### src/rtl/irq_agg_pkg.sv
package irq_agg_pkg;
  localparam int unsigned NUM_LVL = 3;
  localparam int unsigned CAUSE_W = NUM_LVL + 1;
  localparam int unsigned IN_W    = NUM_LVL + 2;
  // sample vector bit positions
  localparam int unsigned IX_LOS = 0;
  localparam int unsigned IX_ALM = 1;
  localparam int unsigned IX_RAI = 2;
  localparam int unsigned IX_SLP = 3;
  localparam int unsigned IX_ACK = 4;
  // cause bit positions
  localparam int unsigned CB_LOS = 0;
  localparam int unsigned CB_SLP = 1;
  localparam int unsigned CB_ALM = 2;
  localparam int unsigned CB_RAI = 3;

  typedef enum logic [1:0] {
    ST_CLEAR = 2'd0,
    ST_ARMED = 2'd1,
    ST_FIRED = 2'd2
  } arm_st_e;
endpackage

### src/rtl/irq_agg_sampler.sv
module irq_agg_sampler #(
  parameter int unsigned W = 5
) (
  input  logic         clk_i,
  input  logic         rst_ni,
  input  logic [W-1:0] d_i,
  output logic [W-1:0] cur_o,
  output logic [W-1:0] prv_o
);
  logic [W-1:0] cur_q, prv_q;
  logic         primed_q;

  always_ff @(posedge clk_i or negedge rst_ni) begin
    if (!rst_ni) begin
      cur_q    <= '0;
      prv_q    <= '0;
      primed_q <= 1'b0;
    end else begin
      cur_q    <= d_i;
      // first sample after reset: previous equals current, so no edge
      prv_q    <= primed_q ? cur_q : d_i;
      primed_q <= 1'b1;
    end
  end

  assign cur_o = cur_q;
  assign prv_o = prv_q;
endmodule

### src/rtl/irq_agg_ctl.sv
module irq_agg_ctl
  import irq_agg_pkg::*;
#(
  parameter int unsigned N_LVL = NUM_LVL
) (
  input  logic             clk_i,
  input  logic             rst_ni,
  input  logic [N_LVL-1:0] lvl_cur_i,
  input  logic [N_LVL-1:0] lvl_rise_i,
  input  logic             slp_chg_i,
  input  logic             ack_cur_i,
  input  logic             ack_rise_i,
  output logic             fired_o,
  output logic             armed_o,
  output logic [N_LVL:0]   cause_o
);
  arm_st_e        st_q, st_d;
  logic [N_LVL:0] cause_q, cause_d;
  logic [N_LVL-1:0] lvl_fire;
  logic           slp_fire;
  logic [N_LVL:0] fire_vec;

  for (genvar k = 0; k < N_LVL; k++) begin : g_lvl
    logic [N_LVL-1:0] others;
    always_comb begin
      others    = lvl_cur_i;
      others[k] = 1'b0;
    end
    assign lvl_fire[k] = lvl_rise_i[k] & ~(|others);
  end

  assign slp_fire = slp_chg_i & ~(|lvl_cur_i);

  always_comb begin
    fire_vec         = '0;
    fire_vec[CB_LOS] = lvl_fire[IX_LOS];
    fire_vec[CB_SLP] = slp_fire;
    fire_vec[CB_ALM] = lvl_fire[IX_ALM];
    fire_vec[CB_RAI] = lvl_fire[IX_RAI];
  end

  always_comb begin
    st_d    = st_q;
    cause_d = cause_q;
    unique case (st_q)
      ST_CLEAR: if (ack_rise_i && !(|lvl_cur_i)) st_d = ST_ARMED;
      ST_ARMED: begin
        if (!ack_cur_i) st_d = ST_CLEAR;
        else if (|fire_vec) begin
          st_d    = ST_FIRED;
          cause_d = fire_vec;
        end
      end
      ST_FIRED: if (!ack_cur_i) begin
        st_d    = ST_CLEAR;
        cause_d = '0;
      end
      default: begin
        st_d    = ST_CLEAR;
        cause_d = '0;
      end
    endcase
  end

  always_ff @(posedge clk_i or negedge rst_ni) begin
    if (!rst_ni) begin
      st_q    <= ST_CLEAR;
      cause_q <= '0;
    end else begin
      st_q    <= st_d;
      cause_q <= cause_d;
    end
  end

  assign fired_o = (st_q == ST_FIRED);
  assign armed_o = (st_q == ST_ARMED);
  assign cause_o = cause_q;
endmodule

### src/rtl/irq_edge_agg.sv
module irq_edge_agg
  import irq_agg_pkg::*;
(
  input  logic               clk_i,
  input  logic               rst_ni,
  input  logic               alm_i,
  input  logic               rai_i,
  input  logic               los_i,
  input  logic               slp_i,
  input  logic               ack_i,
  output logic               irq_drv_o,
  output logic [CAUSE_W-1:0] cause_o
);
  logic [IN_W-1:0] raw, cur, prv;
  logic            armed_w;

  always_comb begin
    raw         = '0;
    raw[IX_LOS] = los_i;
    raw[IX_ALM] = alm_i;
    raw[IX_RAI] = rai_i;
    raw[IX_SLP] = slp_i;
    raw[IX_ACK] = ack_i;
  end

  irq_agg_sampler #(.W(IN_W)) u_smp (
    .clk_i (clk_i),
    .rst_ni(rst_ni),
    .d_i   (raw),
    .cur_o (cur),
    .prv_o (prv)
  );

  irq_agg_ctl #(.N_LVL(NUM_LVL)) u_ctl (
    .clk_i     (clk_i),
    .rst_ni    (rst_ni),
    .lvl_cur_i (cur[NUM_LVL-1:0]),
    .lvl_rise_i(cur[NUM_LVL-1:0] & ~prv[NUM_LVL-1:0]),
    .slp_chg_i (cur[IX_SLP] ^ prv[IX_SLP]),
    .ack_cur_i (cur[IX_ACK]),
    .ack_rise_i(cur[IX_ACK] & ~prv[IX_ACK]),
    .fired_o   (irq_drv_o),
    .armed_o   (armed_w),
    .cause_o   (cause_o)
  );
endmodule

### config.mk
export PLATFORM = sky130hd
export DESIGN_NAME = irq_edge_agg
export DESIGN_NICKNAME = d
export VERILOG_FILES = /design/src/rtl/irq_agg_pkg.sv /design/src/rtl/irq_agg_sampler.sv /design/src/rtl/irq_agg_ctl.sv /design/src/rtl/irq_edge_agg.sv
export SDC_FILE = /design/constraint.sdc
export NUM_CORES = 1
export LEC_CHECK = 0
export BUFFER_PORTS_ARGS = -buffer_cell sky130_fd_sc_hd__buf_2
export CAP_MARGIN = 0
export CORE_MARGIN = 2
export CORE_UTILIZATION = 57
export DETAILED_ROUTE_END_ITERATION = 8
export GPL_TIMING_DRIVEN = 0
export PLACE_DENSITY = 0.79
export SLEW_MARGIN = 15
export SYNTH_ARGS = -nofsm -noshare
export SYNTH_HDL_FRONTEND = slang
export SYNTH_SLANG_ARGS = --single-unit
### constraint.sdc
create_clock -name clk_i -period 3.4 [get_ports clk_i]
set_input_delay 0.68 -clock clk_i [delete_from_list [all_inputs] [get_ports clk_i]]
set_output_delay 0.68 -clock clk_i [all_outputs]
set_load 0.01 [all_outputs]
Word level (Yosys, flattened, before mapping)
Cells that the tools add are included. W data, S select, Z words.

Register bits after elaboration: 17. Bits of input ports: 7. Output and inout port bits: 5. Word-level logic and storage cells: 46.

Equal/unequal tests: 7. Mux-type cells: 10. Bitwise logic cells: 14. Reduce and logical (&&, ||, !) cells: 10.

Operator list (count): $mux W4 (3); $pmux W4 S3 (1); $mux W2 (4); $ne A2 B1 Y1 const B (3); $not A1 Y1 (6); $pmux W2 S3 (1); $reduce_or A2 Y1 (3); $and A1 B1 Y1 (5); $mux W5 (1); $reduce_and A4 Y1 (1); $reduce_or A4 Y1 (1); $and A3 B3 Y3 (1); $ne A3 B2 Y1 const B (1); $not A3 Y3 (1); $reduce_and A3 Y1 (1); $reduce_or A3 Y1 (1); $eq A2 B1 Y1 const B (1); $eq A2 B2 Y1 const B (1); $logic_not A2 Y1 (1); $ne A2 B2 Y1 const B (1); $logic_and A1 B1 Y1 (1); $logic_not A1 Y1 (1); $xor A1 B1 Y1 (1).

Depth between registers and ports, before layout
Gate-level depths: netlist of the first run.

Word-level depth: 7. Gate-level depth with buffers: 4. Mapped depth without buffers: 3.

Hierarchy
From an unflattened synthesis of the first run, not the netlist that was laid out.

Cell total of the unflattened synthesis: 62. Area, all modules: 723.2 um2.

By module, submodules not included: irq_agg_ctl (instances 1, cells an instance 40, area an instance 354.1 um2, sequential area each 150.1 um2); irq_agg_sampler (instances 1, cells an instance 17, area an instance 335.3 um2, sequential area each 275.3 um2); irq_edge_agg (instances 1, cells an instance 5, area an instance 33.8 um2, sequential area each 0.0 um2).

Worst setup path before layout of the first run
OpenSTA, ideal clock, no wires.

Path type: reg-to-output. From: register u_ctl.st_q[1]. To: output port irq_drv_o. Arrival: 824 ps. Data required time: 2720 ps. Path slack: 1896 ps. Stages on the path, launching flop included: 3. Buffers on the path: 1. Cells stage by stage: dfrtp_1 -> clkbuf_1 -> nor2b_1.

Longest elaborated chain between the ends: 1.

Ends and longest elaborated chain: start: declaration (RTL line irq_agg_ctl.sv:17) `arm_st_e st_q, st_d;`; start signal: assignment (RTL line irq_agg_ctl.sv:70) `st_q <= st_d;`; $eq A2 B2 Y1 (RTL line irq_agg_ctl.sv:75) `assign fired_o = (st_q == ST_FIRED);`; end: declaration (RTL line irq_edge_agg.sv:11) `output logic irq_drv_o,`.

No other way between the ends.

Worst setup path after layout of the first run
Ends and elaborated chain as after synthesis.

==> results of run 1 <==
==> flip-flops by register name (all words and copies together) (netlist names) <==
signal,cells
u_ctl.cause_o,4
u_ctl.st_q,2
u_smp.cur_o,5
u_smp.primed_q,1
u_smp.prv_o,5
==> path summary, 6_finish.rpt <==
path | from | depth (start not counted) | slack (ns) | to
min in group clk_i | rai_i | 1 | 0.50 | u_smp.cur_o[2]
max in group asynchronous | rst_ni | 1 | 2.85 | u_smp.cur_o[1]
max reg2reg | u_smp.cur_o[0] | 3 | 1.89 | u_ctl.st_q[1]
min | rst_ni | 1 | 0.28 | u_ctl.st_q[1]
min reg2reg | u_smp.prv_o[4] | 2 | 0.52 | u_ctl.st_q[0]
max | u_ctl.st_q[1] | 3 | 1.40 | irq_drv_o
==> power groups by stage <==
stage               clock [µW]  sequential, µW  combinational, µW
finish                     106             225               42.2
global route               118             227               47.2
CTS                        109             225               42.8
detailed placement           0             229               42.8
global placement             0             228               42.2
floorplan                    0             228               26.8
==> cell usage after synthesis (all sizes together) <==
| cell type | count | share of area |
|---|---|---|
| dfrtp | 17 | 0.54 |
| mux2 | 6 | 0.086 |
| and3b | 4 | 0.044 |
| a221oi | 3 | 0.033 |
| nand2b | 3 | 0.024 |
| nor2b | 3 | 0.024 |
| nor4b | 3 | 0.041 |
| o31ai | 3 | 0.029 |
| clkbuf | 2 | 0.0095 |
| nor2 | 2 | 0.013 |
| nor3b | 2 | 0.019 |
| or3 | 2 | 0.024 |
| a221o | 1 | 0.013 |
| and4bb | 1 | 0.016 |
| conb | 1 | 0.0048 |
| nor3 | 1 | 0.0063 |
| nor4bb | 1 | 0.013 |
| o21ai | 1 | 0.0063 |
| o22ai | 1 | 0.0079 |
| o311a | 1 | 0.013 |
| or4b | 1 | 0.013 |
| xnor2 | 1 | 0.011 |
| xor2 | 1 | 0.011 |
==> stage by stage <==
stage	power [µW]	utilization	hold WS, ns
6_report	373	0.684	0.281
5_1_grt	392	0.684	0.296
4_1_cts	376	0.684	0.288
3_5_place_dp	271	0.663	0.507
3_3_place_gp	270	0.663	0.501
2_1_floorplan	254	-	0.384
==> kinds of logic after synthesis <==
logic type / synth area share
and+or+nand+nor: 0.236
DFF: 0.540
AOI/OAI and AO/OA: 0.102
muxes: 0.0857
xor gates and xnor gates: 0.0222
buffers and inverters: 0.00953
other: 0.00476
==> area by class of cell <==
type	instances	area, µm²	area share
Clock inverter	1	5.00	0.00563
Sequential cell	17	425	0.478
Clock buffer	3	22.5	0.0253
Timing Repair Buffer	11	55.1	0.0619
Buffer	2	7.51	0.00844
Multi-Input combinational cell	42	355	0.399
Tap cell	15	18.8	0.0211
==> critical path: stages (launching register included) <==
cell and delay [ns]:
dfrtp_1 0.36, clkbuf_1 0.31, nor2b_1 0.21, buf_2 0.16
==> per-layer routing <==
metal	vias to the layer above	wire [µm]
li1	265	-
met1	239	612
met2	10	631
met3	2	49
met4	0	17
met5	-	0
==> results.toml, run 1 <==
[sta]
fin_ws_ns = 1.40
finalSetupViolCount = 0
clock_skew_ns = 0.00795
period_needed_ns = 2.00
hold_viol = 0
grt_setup_unrepaired = "false"
report.final.slew_viol_count = 0
setup_tns_ns = 0
post-route-period-util = 0.589
fmax_mhz = 499

[logic_synthesis]
yosys_warnings = 0
synth_area_um2 = 788
netlist_instances = 61
ys_seq_area_frac = 0.540
yosys.cell_types.count = 26
syn-num-nets = 68
syn_avg_cell_area_um2 = 12.9
ys_seq_elements = 17

[grt]
grt_use_met1 = 0.228
overflow = 0
track_usage = 0.195
antenna_found_initial = 0
grt_max_degree = 18
use_met3 = 0.0489
met2_usage = 0.328
busiest_layer = "met2"
grt_pass1_wl_um = 2080
grt_pass1_vias = 504

[power_and_ir_drop]
powerDensity_nw_per_um2 = 419
combPwrFrac = 0.113
power_frac_clock = 0.284
ir_drop_mv = 0.264
power.internal_uw = 280
p_sw_frac = 0.249
power.leakage_uw = 0.000391
seqPwrFrac = 0.603
switchingPower_uw = 92.7

[layout]
antenna_cells = 0
fillers = 87
design_area_um2 = 890
layout-drive-gt1-share = 0.342
final_cell_mix = "dfrtp_1, buf_2, mux2_2"
final_cell_count_no_fill = 91
mostFrequentLayoutCell = "dfrtp_1"
finalNetCount = 84
area_growth_pct = 12.9

[routing]
first_iter_violations = 9
drc = 0
wl_per_cell_um = 14.4
routed-via-count = 516
ant_nets = 0
viasPerCell = 5.67
dr.pass1.iters = 4
drt_wl_total_um = 1310

[flow_run]
max-cap-violations = 0

[critical_path]
crit_required_ns = 2.72
crit_arrival_ns = 1.32
cp-start-kind = "register"
worstSetupEndpointType = "output port"
critPathMaxFanout = 10
timing.setup.critical_path_class = "reg -> out"

[clock_tree]
path_clk_slew_ns = 0.10
insertion_delay_ns = 0.29
cts_tree = "yes"
post_cts.resized_instances = 0
cts_hold_buf = 0
cts_inserted_buffers = 3
cts_setup_buffers = 0
cts_root_buf = "clkbuf_4"
clockBufferDepth = 2
htree_num_levels = 1
cts_num_sinks = 17

[run_status]
status = "completed"

[floorplanning]
core-area_um2 = 1300
die_x_um = 41.2
dieArea_um2 = 1700
dieHeight_um = 41.2
rows = 13
start_util = 0.606
pin_count = 12

[placement]
portBuffers = 11
placedCellCount = 87
post_dp_cell_area_um2 = 862
dpl_worst_slack_ns = 1.71
place_congestion = 0.748
hpwl_um = 951

[min_path]
hold_path.class = "in -> async"
(Power assumes the default switching activity.)
==> run 2: changes to the inputs <==
--- a/config.mk
+++ b/config.mk
@@ -8,10 +8,10 @@
 export BUFFER_PORTS_ARGS = -buffer_cell sky130_fd_sc_hd__buf_2
 export CAP_MARGIN = 0
 export CORE_MARGIN = 2
-export CORE_UTILIZATION = 57
+export CORE_UTILIZATION = 48
 export DETAILED_ROUTE_END_ITERATION = 8
 export GPL_TIMING_DRIVEN = 0
-export PLACE_DENSITY = 0.79
+export PLACE_DENSITY = 0.71
 export SLEW_MARGIN = 15
 export SYNTH_ARGS = -nofsm -noshare
 export SYNTH_HDL_FRONTEND = slang
==> constraint.sdc (replaced) <==
create_clock -name clk_i -period 1.84 [get_ports clk_i]
set_input_delay 0.368 -clock clk_i [delete_from_list [all_inputs] [get_ports clk_i]]
set_output_delay 0.368 -clock clk_i [all_outputs]
set_load 0.01 [all_outputs]
==> results.toml, run 2 (synthesis results as in run 1) <==
[clock_tree]
path_clk_slew_ns = 0.09
cts_tree = "yes"
cts_root_buf = "clkbuf_4"
cts_setup_buffers = 0
cts_num_sinks = 17
insertion_delay_ns = 0.28
htree_num_levels = 1
clockBufferDepth = 2
cts_inserted_buffers = 3

[routing]
wl_per_cell_um = 14.3
drt_wl_total_um = 1330
drc = 0
first_iter_violations = 18
ant_nets = 0
dr.pass1.iters = 4
routed-via-count = 547
viasPerCell = 5.88

[layout]
mostFrequentLayoutCell = "dfrtp_1"
area_growth_pct = 14.1
final_cell_mix = "dfrtp_1, buf_2, mux2_2"
fin_util = 0.590
layout-drive-gt1-share = 0.325
antenna_cells = 0
multi_input_area_um2 = 355
finalNetCount = 85
fillers = 133
regArea_um2 = 425

[sta]
hold_viol = 0
fmax_mhz = 591
clock_skew_ns = 0.00288
post-route-period-util = 0.920
report.final.slew_viol_count = 0
period_needed_ns = 1.69
setup_tns_ns = 0
fin_ws_ns = 0.147
finalSetupViolCount = 0
grt_setup_unrepaired = "false"

[floorplanning]
rows = 14
die_x_um = 44.5
dieArea_um2 = 1980
core-area_um2 = 1520
dieHeight_um = 44.5
pin_count = 12
start_util = 0.517

[placement]
dpl_worst_slack_ns = 0.343
hpwl_um = 943
place_congestion = 0.744
portBuffers = 11

[grt]
overflow = 0
antenna_found_initial = 0
use_met3 = 0.0245
busiest_layer = "met2"
met2_usage = 0.252
grt_use_met1 = 0.232
track_usage = 0.162
grt_pass1_vias = 554
grt_pass1_wl_um = 2410
grt_max_degree = 18

[power_and_ir_drop]
power.leakage_uw = 0.000393
powerDensity_nw_per_um2 = 762
power.internal_uw = 522
switchingPower_uw = 164
combPwrFrac = 0.117
power_frac_clock = 0.278
ir_drop_mv = 0.470
p_sw_frac = 0.239
seqPwrFrac = 0.605

[min_path]
hold_path.class = "in -> reg"

[critical_path]
crit_arrival_ns = 1.32
worstSetupEndpointType = "output port"
critPathMaxFanout = 10
crit_required_ns = 1.47
cp-start-kind = "register"
timing.setup.critical_path_class = "reg -> out"

[flow_run]
max-cap-violations = 0

[run_status]
status = "completed"
## run 2: cell types whose count changed in the layout (fill, tap and decap cells not counted)
cell and change:
clkinv_2 -1, dlygate4sd3_1 +1, clkbuf_1 +1
## run 2: worst max-delay path: stages (launching register included)
cell	delay [ns]
dfrtp_1	0.36
clkbuf_1	0.30
nor2b_1	0.23
buf_2	0.16
## run 2: worst paths after layout
check | from | to | slack (ns) | depth (start not counted)
setup / recovery | u_ctl.st_q[1] | irq_drv_o | 0.15 | 3
hold / removal | los_i | u_smp.cur_o[0] | 0.20 | 1
setup reg to reg | u_smp.cur_o[0] | u_ctl.st_q[1] | 0.32 | 3
hold reg to reg | u_smp.prv_o[4] | u_ctl.st_q[0] | 0.53 | 2
max in group asynchronous | rst_ni | u_smp.prv_o[2] | 1.06 | 2
min in group asynchronous | rst_ni | u_ctl.cause_o[0] | 0.52 | 2
## run 2: what timing repair did
| item | CTS | global route |
|---|---|---|
| resized for setup | 0 | 0 |
| hold endpoints to repair | 17 | 0 |
| hold buffers | 1 | 0 |
## run 2: area by class of cell
type,instances,share of cell area
Buffer,2,0.00834
Clock buffer,4,0.0292
Multi-Input combinational cell,42,0.395
Sequential cell,17,0.473
Tap cell,16,0.0223
Timing Repair Buffer,12,0.0723
## run 2: layer usage
| layer | up-vias | wire [µm] |
|---|---|---|
| li1 | 266 | - |
| met1 | 271 | 650 |
| met2 | 10 | 634 |
| met3 | 0 | 41 |
| met4 | 0 | 0 |
| met5 | - | 0 |
## run 2: per-stage QoR
stage          hold WS, ns  std cells  power [µW]  area, µm²
2_1_floorplan       0.0724         61         470        788
3_5_place_dp         0.305         88         501        863
5_1_grt              0.179         93         731        900
3_3_place_gp         0.303         88         499        863
4_1_cts              0.183         93         704        900
6_report             0.197         93         686        900
## run 2: power groups by stage
stage / clock [µW] / combinational [µW] / sequential, µW
after detailed placement: 0 / 79.6 / 422
final: 191 / 80.5 / 415
after global placement: 0 / 78.4 / 421
after global routing: 221 / 91.2 / 419
after CTS: 207 / 81.9 / 415
after floorplan: 0 / 49.6 / 420
